<file path="src/rtl/rx_pkg.sv">
package rx_pkg;

    typedef enum logic [1:0] {
        ST_IDLE  = 2'd0,
        ST_GUARD = 2'd1,
        ST_WIN   = 2'd2
    } rx_state_e;

endpackage

</file>
<file path="src/rtl/rx_edge_sync.sv">
module rx_edge_sync #(
    parameter int STAGES = 2
) (
    input  logic clk,
    input  logic rst_n,
    input  logic rx_i,
    output logic edge_o
);
    // sh_q[STAGES-1] is the synchronised level, sh_q[STAGES] its previous value
    logic [STAGES:0] sh_d, sh_q;

    always_comb begin
        sh_d = {sh_q[STAGES-1:0], rx_i};
    end

    always_ff @(posedge clk or negedge rst_n) begin
        if (!rst_n) sh_q <= '0;
        else        sh_q <= sh_d;
    end

    assign edge_o = sh_q[STAGES] ^ sh_q[STAGES-1];

endmodule

</file>
<file path="src/rtl/rx_sat_counter.sv">
module rx_sat_counter #(
    parameter int CNT_W = 6
) (
    input  logic             clk,
    input  logic             rst_n,
    input  logic             clr_i,
    input  logic             inc_i,
    output logic [CNT_W-1:0] sum_o,
    output logic [CNT_W-1:0] cnt_o
);
    localparam logic [CNT_W-1:0] TOP = {CNT_W{1'b1}};

    logic [CNT_W-1:0] cnt_d, cnt_q;

    always_comb begin
        // total including the change seen in this cycle
        sum_o = (inc_i && (cnt_q != TOP)) ? cnt_q + 1'b1 : cnt_q;
        cnt_d = clr_i ? '0 : sum_o;
    end

    always_ff @(posedge clk or negedge rst_n) begin
        if (!rst_n) cnt_q <= '0;
        else        cnt_q <= cnt_d;
    end

    assign cnt_o = cnt_q;

endmodule

</file>
<file path="src/rtl/rx_bit_judge.sv">
module rx_bit_judge #(
    parameter int CNT_W   = 6,
    parameter int EDGE_LO = 20,
    parameter int EDGE_HI = 60
) (
    input  logic [CNT_W-1:0] cnt_i,
    output logic             bit_o
);
    localparam logic [CNT_W-1:0] LO_V = CNT_W'(EDGE_LO);
    localparam logic [CNT_W-1:0] HI_V = CNT_W'(EDGE_HI);

    assign bit_o = (cnt_i > LO_V) && (cnt_i < HI_V);

endmodule

</file>
<file path="src/rtl/edge_bit_rx.sv">
module edge_bit_rx
    import rx_pkg::*;
#(
    parameter int GUARD_CYC   = 82500,
    parameter int WIN_CYC     = 25000,
    parameter int EDGE_LO     = 20,
    parameter int EDGE_HI     = 60,
    parameter int MAX_BITS    = 32,
    parameter int SYNC_STAGES = 2,
    parameter int NB_W        = $clog2(MAX_BITS) + 1
) (
    input  logic                clk,
    input  logic                rst_n,
    input  logic                start_i,
    input  logic [NB_W-1:0]     nbits_i,
    input  logic [MAX_BITS-1:0] key_i,
    input  logic                rx_i,
    output logic [MAX_BITS-1:0] data_o,
    output logic                valid_o
);
    localparam int SPAN  = (GUARD_CYC > WIN_CYC) ? GUARD_CYC : WIN_CYC;
    localparam int TMR_W = $clog2(SPAN + 1);
    localparam int CNT_W = $clog2(EDGE_HI + 1);

    localparam logic [TMR_W-1:0] GUARD_LAST = TMR_W'(GUARD_CYC - 1);
    localparam logic [TMR_W-1:0] WIN_LAST   = TMR_W'(WIN_CYC - 1);
    localparam logic [NB_W-1:0]  MAX_N      = NB_W'(MAX_BITS);

    typedef struct packed {
        rx_state_e           st;
        logic [TMR_W-1:0]    tmr;
        logic [NB_W-1:0]     idx;
        logic [NB_W-1:0]     len;
        logic [MAX_BITS-1:0] key;
        logic [MAX_BITS-1:0] acc;
        logic [MAX_BITS-1:0] data;
        logic                valid;
    } rx_regs_t;

    rx_regs_t r_d, r_q;

    logic             edge_pulse;
    logic             win_clr;
    logic [CNT_W-1:0] win_sum;
    logic [CNT_W-1:0] win_cnt_q;
    logic             win_bit;
    logic             busy;
    logic             win_end;

    function automatic logic [NB_W-1:0] clamp_len(input logic [NB_W-1:0] n);
        if (n == '0)        return NB_W'(1);
        else if (n > MAX_N) return MAX_N;
        else                return n;
    endfunction

    function automatic logic [MAX_BITS-1:0] low_mask(input logic [NB_W-1:0] n);
        logic [MAX_BITS-1:0] m;
        for (int i = 0; i < MAX_BITS; i++) m[i] = (NB_W'(i) < n);
        return m;
    endfunction

    rx_edge_sync #(
        .STAGES (SYNC_STAGES)
    ) u_sync (
        .clk    (clk),
        .rst_n  (rst_n),
        .rx_i   (rx_i),
        .edge_o (edge_pulse)
    );

    rx_sat_counter #(
        .CNT_W (CNT_W)
    ) u_cnt (
        .clk   (clk),
        .rst_n (rst_n),
        .clr_i (win_clr),
        .inc_i (edge_pulse),
        .sum_o (win_sum),
        .cnt_o (win_cnt_q)
    );

    rx_bit_judge #(
        .CNT_W   (CNT_W),
        .EDGE_LO (EDGE_LO),
        .EDGE_HI (EDGE_HI)
    ) u_judge (
        .cnt_i (win_sum),
        .bit_o (win_bit)
    );

    assign busy    = (r_q.st != ST_IDLE);
    assign win_end = (r_q.st == ST_WIN) && (r_q.tmr == WIN_LAST);
    // counter only accumulates inside a window; restarts at each boundary
    assign win_clr = (r_q.st != ST_WIN) || win_end;

    always_comb begin
        logic [NB_W-1:0]     n_cl;
        logic [MAX_BITS-1:0] acc_n;
        r_d       = r_q;
        r_d.valid = 1'b0;
        n_cl      = clamp_len(nbits_i);
        acc_n     = r_q.acc;

        unique case (r_q.st)
            ST_IDLE: begin
                if (start_i) begin
                    r_d.st  = ST_GUARD;
                    r_d.tmr = '0;
                    r_d.idx = '0;
                    r_d.len = n_cl;
                    r_d.key = key_i & low_mask(n_cl);
                    r_d.acc = '0;
                end
            end
            ST_GUARD: begin
                if (r_q.tmr == GUARD_LAST) begin
                    r_d.st  = ST_WIN;
                    r_d.tmr = '0;
                end else begin
                    r_d.tmr = r_q.tmr + 1'b1;
                end
            end
            ST_WIN: begin
                if (win_end) begin
                    for (int i = 0; i < MAX_BITS; i++) begin
                        if (r_q.idx == NB_W'(i)) acc_n[i] = win_bit;
                    end
                    r_d.acc = acc_n;
                    r_d.tmr = '0;
                    r_d.idx = r_q.idx + 1'b1;
                    if (r_q.idx + 1'b1 == r_q.len) begin
                        r_d.st    = ST_IDLE;
                        r_d.valid = 1'b1;
                        r_d.data  = acc_n ^ r_q.key;
                    end
                end else begin
                    r_d.tmr = r_q.tmr + 1'b1;
                end
            end
            default: r_d.st = ST_IDLE;
        endcase
    end

    always_ff @(posedge clk or negedge rst_n) begin
        if (!rst_n) begin
            r_q       <= '0;
            r_q.st    <= ST_IDLE;
        end else begin
            r_q <= r_d;
        end
    end

    assign data_o  = r_q.data;
    assign valid_o = r_q.valid;

endmodule

</file>
<file path="config.mk">
export PLATFORM = sky130hd
export DESIGN_NAME = edge_bit_rx
export DESIGN_NICKNAME = d
export VERILOG_FILES = /design/src/rtl/rx_pkg.sv /design/src/rtl/rx_edge_sync.sv /design/src/rtl/rx_sat_counter.sv /design/src/rtl/rx_bit_judge.sv /design/src/rtl/edge_bit_rx.sv
export SDC_FILE = /design/constraint.sdc
export NUM_CORES = 1
export LEC_CHECK = 0
export CAP_MARGIN = 5
export CORE_MARGIN = 3
export CORE_UTILIZATION = 50
export DETAILED_ROUTE_END_ITERATION = 10
export DONT_BUFFER_PORTS = 1
export MAX_ROUTING_LAYER = met4
export SLEW_MARGIN = 0
export SYNTH_ARGS = -nofsm -noshare
export SYNTH_HDL_FRONTEND = slang
export SYNTH_HIERARCHICAL = 1
export SYNTH_SLANG_ARGS = --single-unit
</file>
<file path="constraint.sdc">
create_clock -name clk -period 3.05 [get_ports clk]
set_input_delay 0.7625 -clock clk [delete_from_list [all_inputs] [get_ports clk]]
set_output_delay 0.7625 -clock clk [all_outputs]
set_load 0.02 [all_outputs]
</file>
After elaboration in Yosys (flattened, before gate mapping)

Index checks and enable logic that the tools add are counted.

Input bits: 42
Output and inout port bits: 33
Flip-flop bits (word level): 137

Reduce and logical (&&, ||, !) cells: 14
Mux-type cells: 114
Magnitude comparators: 35
Equal/unequal tests: 42
Bitwise logic cells: 3
$add $sub $neg: 3

Operator list:

| cell                    | count |
|---|---|
| $mux W1                 | 97 |
| $eq A6 B5 Y1 const B    | 16 |
| $lt A5 B6 Y1 const A    | 16 |
| $mux W95                | 1 |
| $mux W65                | 1 |
| $pmux W32 S2            | 1 |
| $pmux W17 S3            | 1 |
| $eq A6 B4 Y1 const B    | 8 |
| $lt A4 B6 Y1 const A    | 8 |
| $mux W17                | 2 |
| $mux W33                | 1 |
| $and A32 B32 Y32        | 1 |
| $xor A32 B32 Y32        | 1 |
| $mux W6                 | 5 |
| $eq A6 B3 Y1 const B    | 4 |
| $lt A3 B6 Y1 const A    | 4 |
| $add A17 B1 Y17 const B | 1 |
| $eq A17 B15 Y1 const B  | 1 |
| $eq A17 B17 Y1 const B  | 1 |
| $add A6 B1 Y6 const B   | 2 |
| $eq A6 B2 Y1 const B    | 2 |
| $logic_not A6 Y1        | 2 |
| $lt A1 B6 Y1 const A    | 2 |
| $lt A2 B6 Y1 const A    | 2 |
| 22 further kinds        | 31 |

Longest topological paths before layout

Depth in word-level cells: 12
Mapped depth: 12

Hierarchy

Netlist, hierarchy kept.

Modules (own cells, without submodules):

| module         | instances | area each (um^2) | seq. area each (um^2) | cells each |
|---|---|---|---|---|
| edge_bit_rx    | 1         | 6791.5           | 3203.1                | 661 |
| rx_sat_counter | 1         | 397.9            | 150.1                 | 41 |
| rx_edge_sync   | 1         | 83.8             | 75.1                  | 4 |
| rx_bit_judge   | 1         | 33.8             | 0.0                   | 5 |

Worst setup path after synthesis

Ideal clock, no wire load.

Path type: reg2reg
From: register u_sync.sh_q[1]
To: register r_q (netlist bit data_o[23])
Path slack: 0.245 ns
Data required time: 2.923 ns
Cell stages (with the launch flop): 13
Data arrival time: 2.677 ns
Library setup time: 0.127 ns
Path through: dfrtp_1 -> xor2_1 -> and4_1 -> buf_6 -> o211ai_1 -> o21a_1 -> and4_1 -> a211oi_2 -> clkbuf_1 -> clkbuf_1 -> mux2i_1 -> xnor2_1 -> mux2_1

Word-level cells in the longest chain between the ends: 9
Elaborated cells between the ends (all ways): 10
Classes of those cells: order compare: 2; mux: 4; bitwise: 2; reduce/logical: 2

RTL lines:

| element                                      | line                 | source |
|---|---|---|
| start: declaration                           | rx_edge_sync.sv:10   | `logic [STAGES:0] sh_d, sh_q;` |
| start signal: assignment                     | rx_edge_sync.sv:17   | `if (!rst_n) sh_q <= '0;` |
| start signal: assignment                     | rx_edge_sync.sv:18   | `else sh_q <= sh_d;` |
| $xor A1 B1 Y1 *                              | rx_edge_sync.sv:21   | `assign edge_o = sh_q[STAGES] ^ sh_q[STAGES-1];` |
| net edge_pulse                               | edge_bit_rx.sv:42    | `logic edge_pulse;` |
| $logic_and A1 B1 Y1 *                        | rx_sat_counter.sv:17 | `sum_o = (inc_i && (cnt_q != TOP)) ? cnt_q + 1'b1 : cnt_q;` |
| $mux W6 *                                    | rx_sat_counter.sv:17 |  |
| net win_sum[3]                               | edge_bit_rx.sv:44    | `logic [CNT_W-1:0] win_sum;` |
| $gt A6 B5 Y1 or $lt A6 B6 Y1 (tied branches) | rx_bit_judge.sv:12   | `assign bit_o = (cnt_i > LO_V) && (cnt_i < HI_V);` |
| $logic_and A1 B1 Y1 *                        | rx_bit_judge.sv:12   |  |
| net win_bit                                  | edge_bit_rx.sv:46    | `logic win_bit;` |
| $mux W1 *                                    | edge_bit_rx.sv:126   | `if (r_q.idx == NB_W'(i)) acc_n[i] = win_bit;` |
| $mux W1 *                                    | edge_bit_rx.sv:124   | `if (win_end) begin` |
| $mux W1 *                                    | edge_bit_rx.sv:104   | `unique case (r_q.st)` |
| $xor A32 B32 Y32 *                           | edge_bit_rx.sv:134   | `r_d.data = acc_n ^ r_q.key;` |
| end signal: assignment                       | edge_bit_rx.sv:149   | `r_q <= r_d;` |
| end: declaration                             | edge_bit_rx.sv:40    | `rx_regs_t r_d, r_q;` |

Mark *: on every way through the listed nets, which the timed path passes. The rest lies on a longest branch. The select of a mux whose other input is x is not followed.
A chain may end at the register's enable or synchronous reset.

Final worst setup path

From: register u_sync.sh_q[1]
To: register r_q (netlist bit data_o[19])

Same word-level chain as after synthesis.

==> results by group <==
CTS
  – Number of CTS-inserted buffers: 17
  – Clock Latency Late Sink: 0.42 ns
  – CTS tree: yes
  – Root Buffer: clkbuf_16
  – Clock Pin Slew Worst Setup and Hold Paths: 0.06 ns
  – Bufs on Longest Clock Path: 2
  – CTS-repair resized insts: 0
  – Setup Buffers After CTS: 0
  – H-tree depth: 4
  – Hold-fix buffers, CTS: 0
  – CTS sink cnt: 137

Floorplan
  – Core area: 0.01410 mm^2
  – Starting Density: 0.5184
  – DIE AREA: 0.01610 mm^2
  – Chip height: 126.9 um
  – Die width: 126.9 um
  – Floorplan row count: 43
  – # IOs: 75

GRT
  – Gr usage total: 0.2153
  – First-pass GRT wire length: 26.83 mm
  – Pin count of the biggest net entering global routing: 138
  – Vias in the first global route: 5118
  – Total grt overflow: 0
  – Antenna violations before repair: 0

Synth
  – Synth top area share: 0.4692
  – Ys Warns: 6
  – Area leader, netlist: dfrtp_1
  – Syn Nets: 762
  – EDFF count, synth: 0
  – Post-Syn Area: 0.007307 mm^2
  – Top post-synthesis cells by area: dfrtp_1 (47%), nand2_1 (5.3%), mux2i_1 (4.8%), mux2_1 (4.6%), xnor2_1 (4.3%)
  – Async SR Flop Fraction: 1.000
  – Mapped Cells: 711
  – Most used flip-flop cell after synthesis: dfrtp_1
  – Seq/Total Area, Yosys: 0.4692
  – Syn avg cell area: 10.28 um^2
  – Netlist cell types: 57
  – Seq cells post-synth: 137

Setup path
  – Setup CP Type: register to register
  – Reg2reg end: data_o[19]
  – Worst setup EP type: register
  – Crit Path Max Fanout: 33
  – WP data required: 3.36 ns
  – CP Data Arrival Time: 2.99 ns
  – CP startpoint kind: register
  – Worst R2R Path Depth: 10
  – Reg2Reg Setup Slack: 0.37 ns
  – R2R Path Start: u_sync/sh_q[1]

Routing
  – DR pass1 iterations: 5
  – DR iter-0 viols: 306
  – Detail Route Antenna Nets: 0
  – Via count of the routed design: 5048
  – Vias per cell: 5.836
  – Final wirelength: 16.13 mm
  – Residual DRC: 0
  – Routed wire per std cell: 18.64 um

Final layout
  – Ant. Diodes: 0
  – Nets: 724
  – Sequential Area: 0.003428 mm^2
  – Layout cells sized above 1: 0.1022
  – Non-filler cells, final: 865
  – Fillers: 1226
  – Cell area after layout: 0.007819 mm^2
  – Multi-input combinational cell area: 0.003397 mm^2
  – Synth-to-Final Area Change: 7.003%

Timing
  – Fin. max-slew vios: 0
  – # setup viols final: 0
  – Clock skew: 0.01248 ns
  – Setup TNS: 0 ns
  – Final worst path period need: 2.683 ns
  – FMAX: 372.8 MHz
  – Slew headroom: 0.5441
  – Final hold vios: 0
  – RSZ-0062 raised after global routing: false
  – Slew of the pin with the lowest slew margin: 0.6838 ns
  – Period utilization: 0.8795

Power and ir drop
  – Peak VDD IR: 0.4232 mV
  – Logic pwr share: 0.216
  – PD cells: 706.9 mW/mm^2
  – P_int: 3.856 mW
  – Flop pwr share: 0.418
  – Switching power: 1.671 mW
  – Leakage power: 3.640 nW
  – Clock share of power: 0.366
  – Sw frac: 0.3023

Placed design
  – Buffers on Ports: 0
  – Routability cong.: 0.8846
  – # placed instances: 834
  – DP HPWL: 10.91 mm
  – Placed Area: 0.007229 mm^2

Job
  – Max Cap Violations: 0

Hold path
  – Worst hold path class: primary input to async pin

Run status
  – Run status: finished clean
==> how the worst max path moves through the flow <==
stage	start	endpoint	cells after the start
after CTS	u_sync/sh_q[1]	data_o[19]	10
after floorplan	u_sync/sh_q[1]	data_o[23]	12
after detailed placement	u_sync/sh_q[1]	data_o[19]	11
after global placement	u_sync/sh_q[1]	data_o[19]	10
after global routing	u_sync/sh_q[1]	data_o[22]	11
final	u_sync/sh_q[1]	data_o[19]	10
==> Yosys cell counts, types with 2 or more instances <==
library cell	instances
o21ai_1	2
o211ai_1	3
nand3b_1	2
nor3_1	8
xnor2_1	36
nand2_1	103
a31oi_1	13
and2b_1	2
o311ai_0	4
mux2_2	9
a211oi_2	2
a22o_1	6
mux2i_1	35
o21a_1	2
o21ai_0	29
a32o_1	12
and2_1	7
mux2_1	30
xor2_1	11
nor2b_1	8
a41oi_1	2
dfrtp_1	137
clkbuf_1	22
o31ai_1	32
inv_1	13
nor3b_1	3
ha_1	9
nand2b_1	6
nor2_1	32
buf_6	5
buf_2	7
nand4_1	9
and4_1	3
or3_1	3
a21oi_1	15
nand3_1	30
buf_4	35
and3_1	5
==> area by class of cell <==
cell class	instances	share of cell area
well taps	180	0.02880
repair buffers	14	0.01664
multi-input cells	490	0.4345
flip-flops and latches	137	0.4385
inverters	13	0.006241
clock buffers	20	0.05969
clock inverters	11	0.01568
==> worst max-delay path, stage by stage, from the launching register on <==
cell and delay (ns):
dfrtp_1 0.38, xor2_1 0.18, and4_1 0.37, a31oi_4 0.12, a31oi_1 0.26, and4_1 0.30
a211oi_4 0.06, buf_12 0.19, mux2i_1 0.29, xnor2_1 0.11, mux2_1 0.29
==> through the flow <==
stage | power, mW | hold slack, ns | worst slack (ns) | util
6_report | 5.527 | 0.03786 | 0.3674 | 0.5547
5_1_grt | 5.833 | 0.02043 | 0.1779 | 0.5547
4_1_cts | 5.575 | 0.02581 | 0.3536 | 0.5547
3_5_place_dp | 3.532 | 0.3402 | 0.3715 | 0.5129
3_3_place_gp | 3.496 | 0.3707 | 0.4236 | 0.5129
2_1_floorplan | 3.231 | 0.3312 | 0.2453 | -
==> power groups by stage <==
stage	Clock (mW)	Combinational, mW	Sequential [mW]
final	2.03	1.19	2.31
after global routing	2.14	1.34	2.35
after CTS	2.07	1.20	2.31
after detailed placement	0	1.19	2.34
after global placement	0	1.17	2.33
after floorplan	0	0.949	2.28
==> kinds of logic after synthesis <==
| group | synth area share |
|---|---|
| multiplexers | 0.1101 |
| adder cells (fa/ha/maj) | 0.01541 |
| XOR/XNOR | 0.05856 |
| buffers and inverters | 0.06764 |
| AO/OA/AOI/OAI | 0.1281 |
| flip-flops | 0.4692 |
| AND/OR/NAND/NOR | 0.1510 |
==> layout by cell type (no fill, tap or decap), types with 4 or more instances in the layout <==
| cell type | count |
|---|---|
| o31ai_1 | 32 |
| and3_1 | 5 |
| a22o_1 | 6 |
| nor3_1 | 8 |
| mux2_2 | 9 |
| clkbuf_16 | 17 |
| clkinvlp_4 | 4 |
| xnor2_1 | 36 |
| xor2_1 | 11 |
| o21ai_0 | 29 |
| o311ai_0 | 4 |
| inv_1 | 13 |
| and2_1 | 7 |
| nand2b_1 | 6 |
| a21oi_1 | 15 |
| a32o_1 | 12 |
| nand3_1 | 30 |
| ha_1 | 9 |
| mux2i_1 | 35 |
| buf_4 | 12 |
| nor2b_1 | 8 |
| a31oi_1 | 13 |
| nand4_1 | 9 |
| dfrtp_1 | 137 |
| mux2_1 | 30 |
| nand2_1 | 101 |
| nor2_1 | 32 |
==> flip-flops by register name, indices dropped and copies added, names as in the netlist <==
register / cells
u_sync/sh_q: 3
r_q: 95
valid_o: 1
u_cnt/cnt_o: 6
data_o: 32
==> metal layers <==
| metal | track usage | routed length (um) | up-vias |
|---|---|---|---|
| met5 | - | 0 | - |
| met4 | 0.07760 | 160 | 0 |
| met3 | 0.04337 | 713 | 13 |
| met2 | 0.3191 | 7595 | 110 |
| met1 | 0.2953 | 7657 | 2518 |
| li1 | - | - | 2407 |
Power figures use the tool's default switching activity.
